**src/rtl/ldrv_pkg.sv**
```systemverilog
package ldrv_pkg;
  // Synchronized control bundle sampled from the serial-side pins.
  typedef struct packed {
    logic sclk;
    logic sin;
    logic strobe;
    logic en_n;
  } ldrv_ctl_t;

  localparam int CTL_W = $bits(ldrv_ctl_t);

  // Reset level of the bundle: enable inactive (blanked), everything else low.
  localparam ldrv_ctl_t CTL_RST = '{sclk: 1'b0, sin: 1'b0, strobe: 1'b0, en_n: 1'b1};
endpackage

```
**src/rtl/ldrv_sync.sv**
```systemverilog
module ldrv_sync #(
  parameter int N      = 4,
  parameter int STAGES = 2,
  parameter logic [N-1:0] RST_VAL = '0
) (
  input  logic         clk,
  input  logic         rst_n,
  input  logic [N-1:0] d,
  output logic [N-1:0] q
);
  logic [N-1:0] stg [STAGES];

  for (genvar i = 0; i < STAGES; i++) begin : g_stage
    if (i == 0) begin : g_first
      always_ff @(posedge clk or negedge rst_n) begin
        if (!rst_n) stg[i] <= RST_VAL;
        else        stg[i] <= d;
      end
    end else begin : g_next
      always_ff @(posedge clk or negedge rst_n) begin
        if (!rst_n) stg[i] <= RST_VAL;
        else        stg[i] <= stg[i-1];
      end
    end
  end

  assign q = stg[STAGES-1];
endmodule

```
**src/rtl/ldrv_shift.sv**
```systemverilog
module ldrv_shift #(
  parameter int W = 8
) (
  input  logic         clk,
  input  logic         rst_n,
  input  logic         sclk_s,
  input  logic         sin_s,
  output logic         shift_evt,
  output logic [W-1:0] sr_d,
  output logic [W-1:0] sr_q
);
  logic sclk_prev;

  // Next register value for one shift step: new bit enters at stage 0.
  function automatic logic [W-1:0] step(input logic [W-1:0] cur, input logic b);
    return {cur[W-2:0], b};
  endfunction

  assign shift_evt = sclk_s & ~sclk_prev;
  assign sr_d      = shift_evt ? step(sr_q, sin_s) : sr_q;

  always_ff @(posedge clk or negedge rst_n) begin
    if (!rst_n) begin
      sclk_prev <= 1'b0;
      sr_q      <= '0;
    end else begin
      sclk_prev <= sclk_s;
      sr_q      <= sr_d;
    end
  end

  // after a detected edge, the upper stages hold the old lower stages
  a_r2_shift_step: assert property (@(posedge clk) disable iff (!rst_n)
    $past(shift_evt) |-> (sr_q[W-1:1] == $past(sr_q[W-2:0])));

  // without an edge the register does not move
  a_r2_no_edge_hold: assert property (@(posedge clk) disable iff (!rst_n)
    !$past(shift_evt) |-> $stable(sr_q));
endmodule

```
**src/rtl/ldrv_latch.sv**
```systemverilog
module ldrv_latch #(
  parameter int W = 8
) (
  input  logic         clk,
  input  logic         rst_n,
  input  logic         strobe_s,
  input  logic         en_n_s,
  input  logic [W-1:0] sr_d,
  input  logic [W-1:0] sr_q,
  output logic [W-1:0] lat_q,
  output logic [W-1:0] chan_on
);
  logic [W-1:0] lat_d;

  // Channel gating: active-low enable blanks every channel.
  function automatic logic [W-1:0] gate(input logic [W-1:0] v, input logic off);
    return off ? '0 : v;
  endfunction

  assign lat_d   = strobe_s ? sr_d : lat_q;
  assign chan_on = gate(lat_q, en_n_s);

  always_ff @(posedge clk or negedge rst_n) begin
    if (!rst_n) lat_q <= '0;
    else        lat_q <= lat_d;
  end

  // an open latch tracks the shift register in the same cycle
  a_r5_transparent: assert property (@(posedge clk) disable iff (!rst_n)
    $past(strobe_s) |-> (lat_q == sr_q));

  // a closed latch keeps its value
  a_r6_hold: assert property (@(posedge clk) disable iff (!rst_n)
    !$past(strobe_s) |-> $stable(lat_q));
endmodule

```
**src/rtl/serial_led_drv.sv**
```systemverilog
module serial_led_drv #(
  parameter int CHANNELS    = 8,
  parameter int SYNC_STAGES = 2
) (
  input  logic                clk,
  input  logic                rst_n,
  input  logic                ser_in,
  input  logic                shift_clk,
  input  logic                load_strobe,
  input  logic                out_en_n,
  output logic                ser_out,
  output logic [CHANNELS-1:0] chan_on
);
  import ldrv_pkg::*;

  ldrv_ctl_t pins_raw, pins_s;
  logic      shift_evt;
  logic [CHANNELS-1:0] sr_d, sr_q, lat_q;

  assign pins_raw = '{sclk: shift_clk, sin: ser_in, strobe: load_strobe, en_n: out_en_n};

  ldrv_sync #(.N(CTL_W), .STAGES(SYNC_STAGES), .RST_VAL(CTL_RST)) u_sync (
    .clk(clk), .rst_n(rst_n), .d(pins_raw), .q(pins_s)
  );

  ldrv_shift #(.W(CHANNELS)) u_shift (
    .clk(clk), .rst_n(rst_n), .sclk_s(pins_s.sclk), .sin_s(pins_s.sin),
    .shift_evt(shift_evt), .sr_d(sr_d), .sr_q(sr_q)
  );

  ldrv_latch #(.W(CHANNELS)) u_latch (
    .clk(clk), .rst_n(rst_n), .strobe_s(pins_s.strobe), .en_n_s(pins_s.en_n),
    .sr_d(sr_d), .sr_q(sr_q), .lat_q(lat_q), .chan_on(chan_on)
  );

  assign ser_out = sr_q[CHANNELS-1];

  // while reset is held, no channel is on and the cascade output is low
  always @(posedge clk) begin
    if (!rst_n) begin
      a_r1_reset_off: assert (chan_on == '0 && ser_out == 1'b0);
    end
  end

  // a channel can only be on if its latch bit is set
  a_r7_on_needs_latch: assert property (@(posedge clk) disable iff (!rst_n)
    ((chan_on & ~lat_q) == '0));
endmodule

```
**config.mk**
```make
export PLATFORM = sky130hd
export DESIGN_NAME = serial_led_drv
export DESIGN_NICKNAME = d
export VERILOG_FILES = /design/src/rtl/ldrv_pkg.sv /design/src/rtl/ldrv_sync.sv /design/src/rtl/ldrv_shift.sv /design/src/rtl/ldrv_latch.sv /design/src/rtl/serial_led_drv.sv
export SDC_FILE = /design/constraint.sdc
export NUM_CORES = 1
export LEC_CHECK = 0
export ABC_AREA = 1
export BUFFER_PORTS_ARGS = -buffer_cell sky130_fd_sc_hd__buf_2
export CORE_AREA = 5 5 49 51
export CTS_BUF_LIST = sky130_fd_sc_hd__clkbuf_2 sky130_fd_sc_hd__clkbuf_4 sky130_fd_sc_hd__clkbuf_8
export CTS_CLUSTER_SIZE = 14
export DETAILED_ROUTE_END_ITERATION = 8
export DIE_AREA = 0 0 54 56
export GPL_ROUTABILITY_DRIVEN = 1
export PLACE_DENSITY = 0.74
export REMOVE_ABC_BUFFERS = 1
export SLEW_MARGIN = 0
export SYNTH_ARGS = -nofsm -noshare
export SYNTH_HDL_FRONTEND = slang
export SYNTH_SLANG_ARGS = --single-unit
```
**constraint.sdc**
```tcl
create_clock -name clk -period 1.8 [get_ports clk]
set_clock_uncertainty 0.1 [all_clocks]
set_input_delay 0.09 -clock clk [delete_from_list [all_inputs] [get_ports clk]]
set_output_delay 0.09 -clock clk [all_outputs]
set_load 0.02 [all_outputs]
```
==> run metrics <==
Layout Nets 131; num rows 16; average size of a mapped cell 9.504 sq um; worst hold path class primary input to asynchronous set/reset pin; Final HPWL DP 1.099 mm; post-synthesis async set-or-reset flop share 100.0%; DR vias/cell 4.464; Internal Power 0.8128 mW; max-cap violations 0; number of synthesized flops with an enable pin 0; post-CTS sizing 0; synth cell count leaders 24 x nand2_1, 23 x dfrtp_1, 18 x inv_1, 16 x nand3_1; Yosys top cell area share 58.23%; DR vias 674; Worst Setup Path Type register to primary output; final setup fails 0; dominant cells by area after synthesis dfrtp_1 58%, nand2_1 9.1%, nand3_1 8.1%; pwr/cell area 985.2 nW/um^2; Mapped Area 988.4 sq um; Post-Route WL 1.539 mm; sw power 0.3151 mW; largest net degree at the start of global routing 26; CP Capture Type primary output; Comb pwr share 18.0%; starting density of the core 51.97%; n_diodes 0; core area 1902 sq um; setup TNS 0 ns; yosys warns 0; Area growth, synth to finish 15.82%; Setup Fix Bufs, Post-CTS 0; Reg2Reg Depth 2; CTS Root Buffer Type clkbuf_4; synthesized instance count 104; Overflow after GRT 0; global-route wire length before repair 2.711 mm; Tcrit/Tclk final 74.85%; cell taking the most area after synthesis dfrtp_1; width of the die 54 um; sequential group share of total power 59.1%; layout cells sized above 1 17.74%; Net Sw Frac 27.94%; Max Slew Vio Count 0; Worst Tran Pin Value 0.5272 ns; clk_lat worst skew 0.32 ns; Total GRT Usage 12.10%; Max Fclk 742.3 MHz; GP Congestion 0.8753; I/O pins 15; most frequent cell after synthesis nand2_1; Clock Path Buffers 2; CTS tree built; Final Hold Vio Count 0; post-synth cell types 11; RSZ-0062 raised after global routing false; htree depth 1; CP max FO 8; Slowest-stage cell, CP dfstp_2; CP Cell Sequence nor2_1 > buf_2; Largest stage delay, worst path 0.62 ns; Seq/Total Area, Yosys 63.54%; Top FF cell, synth dfrtp_1; CTS buffer count 3; First-pass DRT Iterations 4; relative max-transition margin 64.85%; Req. time, crit path 1.61 ns; die height 56 um; Hold WS 0.1642 ns; Num Clock Sinks 25; DRC 0; synthesized flop and latch total 25; post-route ant nets 0; Worst setup SP type register; initial DRC count 13; static leakage 0.6281 nW; initial antenna violation count 0; Final Critical Period 1.347 ns; VDD IR max 0.6843 mV; vias in the first global route 639; post-DR wirelength/cell 10.19 um; CTS clk-pin slew, worst paths 0.12 ns; WP data arrival 1.16 ns; Buffers on Ports 14; Clk pwr share 22.9%; die area 3024 sq um; run status completed
## timing repair
action | in CTS | in global routing
hold buffers | 5 | 0
hold endpoints to repair | 29 | 0
setup endpoints to repair | 0 | 0
## final timing paths
| check | slack [ns] | to | from |
|---|---|---|---|
| setup / recovery | 0.45 | chan_on[5] | u_sync.q[0] |
| hold / removal | 0.16 | u_latch.lat_q[7] | rst_n |
| setup reg to reg | 0.71 | u_shift.sr_q[0] | u_sync.q[3] |
| hold reg to reg | 0.26 | u_sync.q[3] | u_sync.stg[7] |
| max in group asynchronous | 1.07 | u_sync.q[0] | rst_n |
| min in group clk | 0.26 | u_sync.q[3] | u_sync.stg[7] |
## sequential cells by signal, indices dropped and copies added, names as in the netlist
register	count
u_latch.lat_q	8
u_shift.sr_q	8
u_shift.sclk_prev	1
u_sync.stg	4
u_sync.q	4
## layout by cell type (no fill, tap or decap), drive strengths merged
master	n
nand2	25
dlygate4sd3	5
dfstp	2
clkbuf	4
dfrtp	23
and2	8
inv	19
nor2	8
nand3	16
buf	14
## critical path: cells and delay by family (launching register included)
| family | cells | cell delay [ns] |
|---|---|---|
| DFF | 1 | 0.62 |
| buffers and inverters | 1 | 0.15 |
| and+or+nand+nor | 1 | 0.06 |
## cell type report
type                            instances  area [sq um]
Clock buffer                            4         30.03
Sequential cell                        25         628.1
Multi-Input combinational cell         57         261.5
Timing Repair Buffer                   19         120.1
Fill cell                             162         757.0
Tap cell                               27         33.78
Inverter                               19         71.32
## cell families (layout without fill, tap and decap cells)
family	Yosys count	in the layout	share of synthesized area [%]
and+or+nand+nor	57	57	26.46
DFF	25	25	63.54
buffers and inverters	22	42	9.999
## through the flow
| stage | std cells | utilization (%) | setup WS (ns) | area [sq um] | power [mW] |
|---|---|---|---|---|---|
| 6_report | 151 | 60.20 | 0.4528 | 1145 | 1.128 |
| 5_1_grt | 151 | 60.20 | 0.3957 | 1145 | 1.200 |
| 4_1_cts | 151 | 60.20 | 0.4381 | 1145 | 1.144 |
| 3_5_place_dp | 142 | 55.99 | 0.7390 | 1065 | 0.8753 |
| 3_3_place_gp | 142 | 55.99 | 0.7568 | 1065 | 0.8713 |
| 2_1_floorplan | 101 | - | 0.8117 | 960.9 | 0.8081 |
## per-layer routing
metal  wire (um)  GRT usage, %  vias to the layer above
li1            -             -                      349
met1         742         16.41                      310
met2         699         17.82                       12
met3          69         3.217                        3
met4          27         5.338                        0
met5           0             0                        -
## power by group through the flow
| stage | clock, mW | sequential, mW | combinational [mW] |
|---|---|---|---|
| floorplan | 0 | 0.675 | 0.133 |
| global placement | 0 | 0.675 | 0.196 |
| CTS | 0.270 | 0.667 | 0.207 |
| detailed placement | 0 | 0.678 | 0.197 |
| finish | 0.259 | 0.667 | 0.203 |
| global route | 0.290 | 0.675 | 0.236 |
No activity file was read; power rests on OpenSTA's default activity.
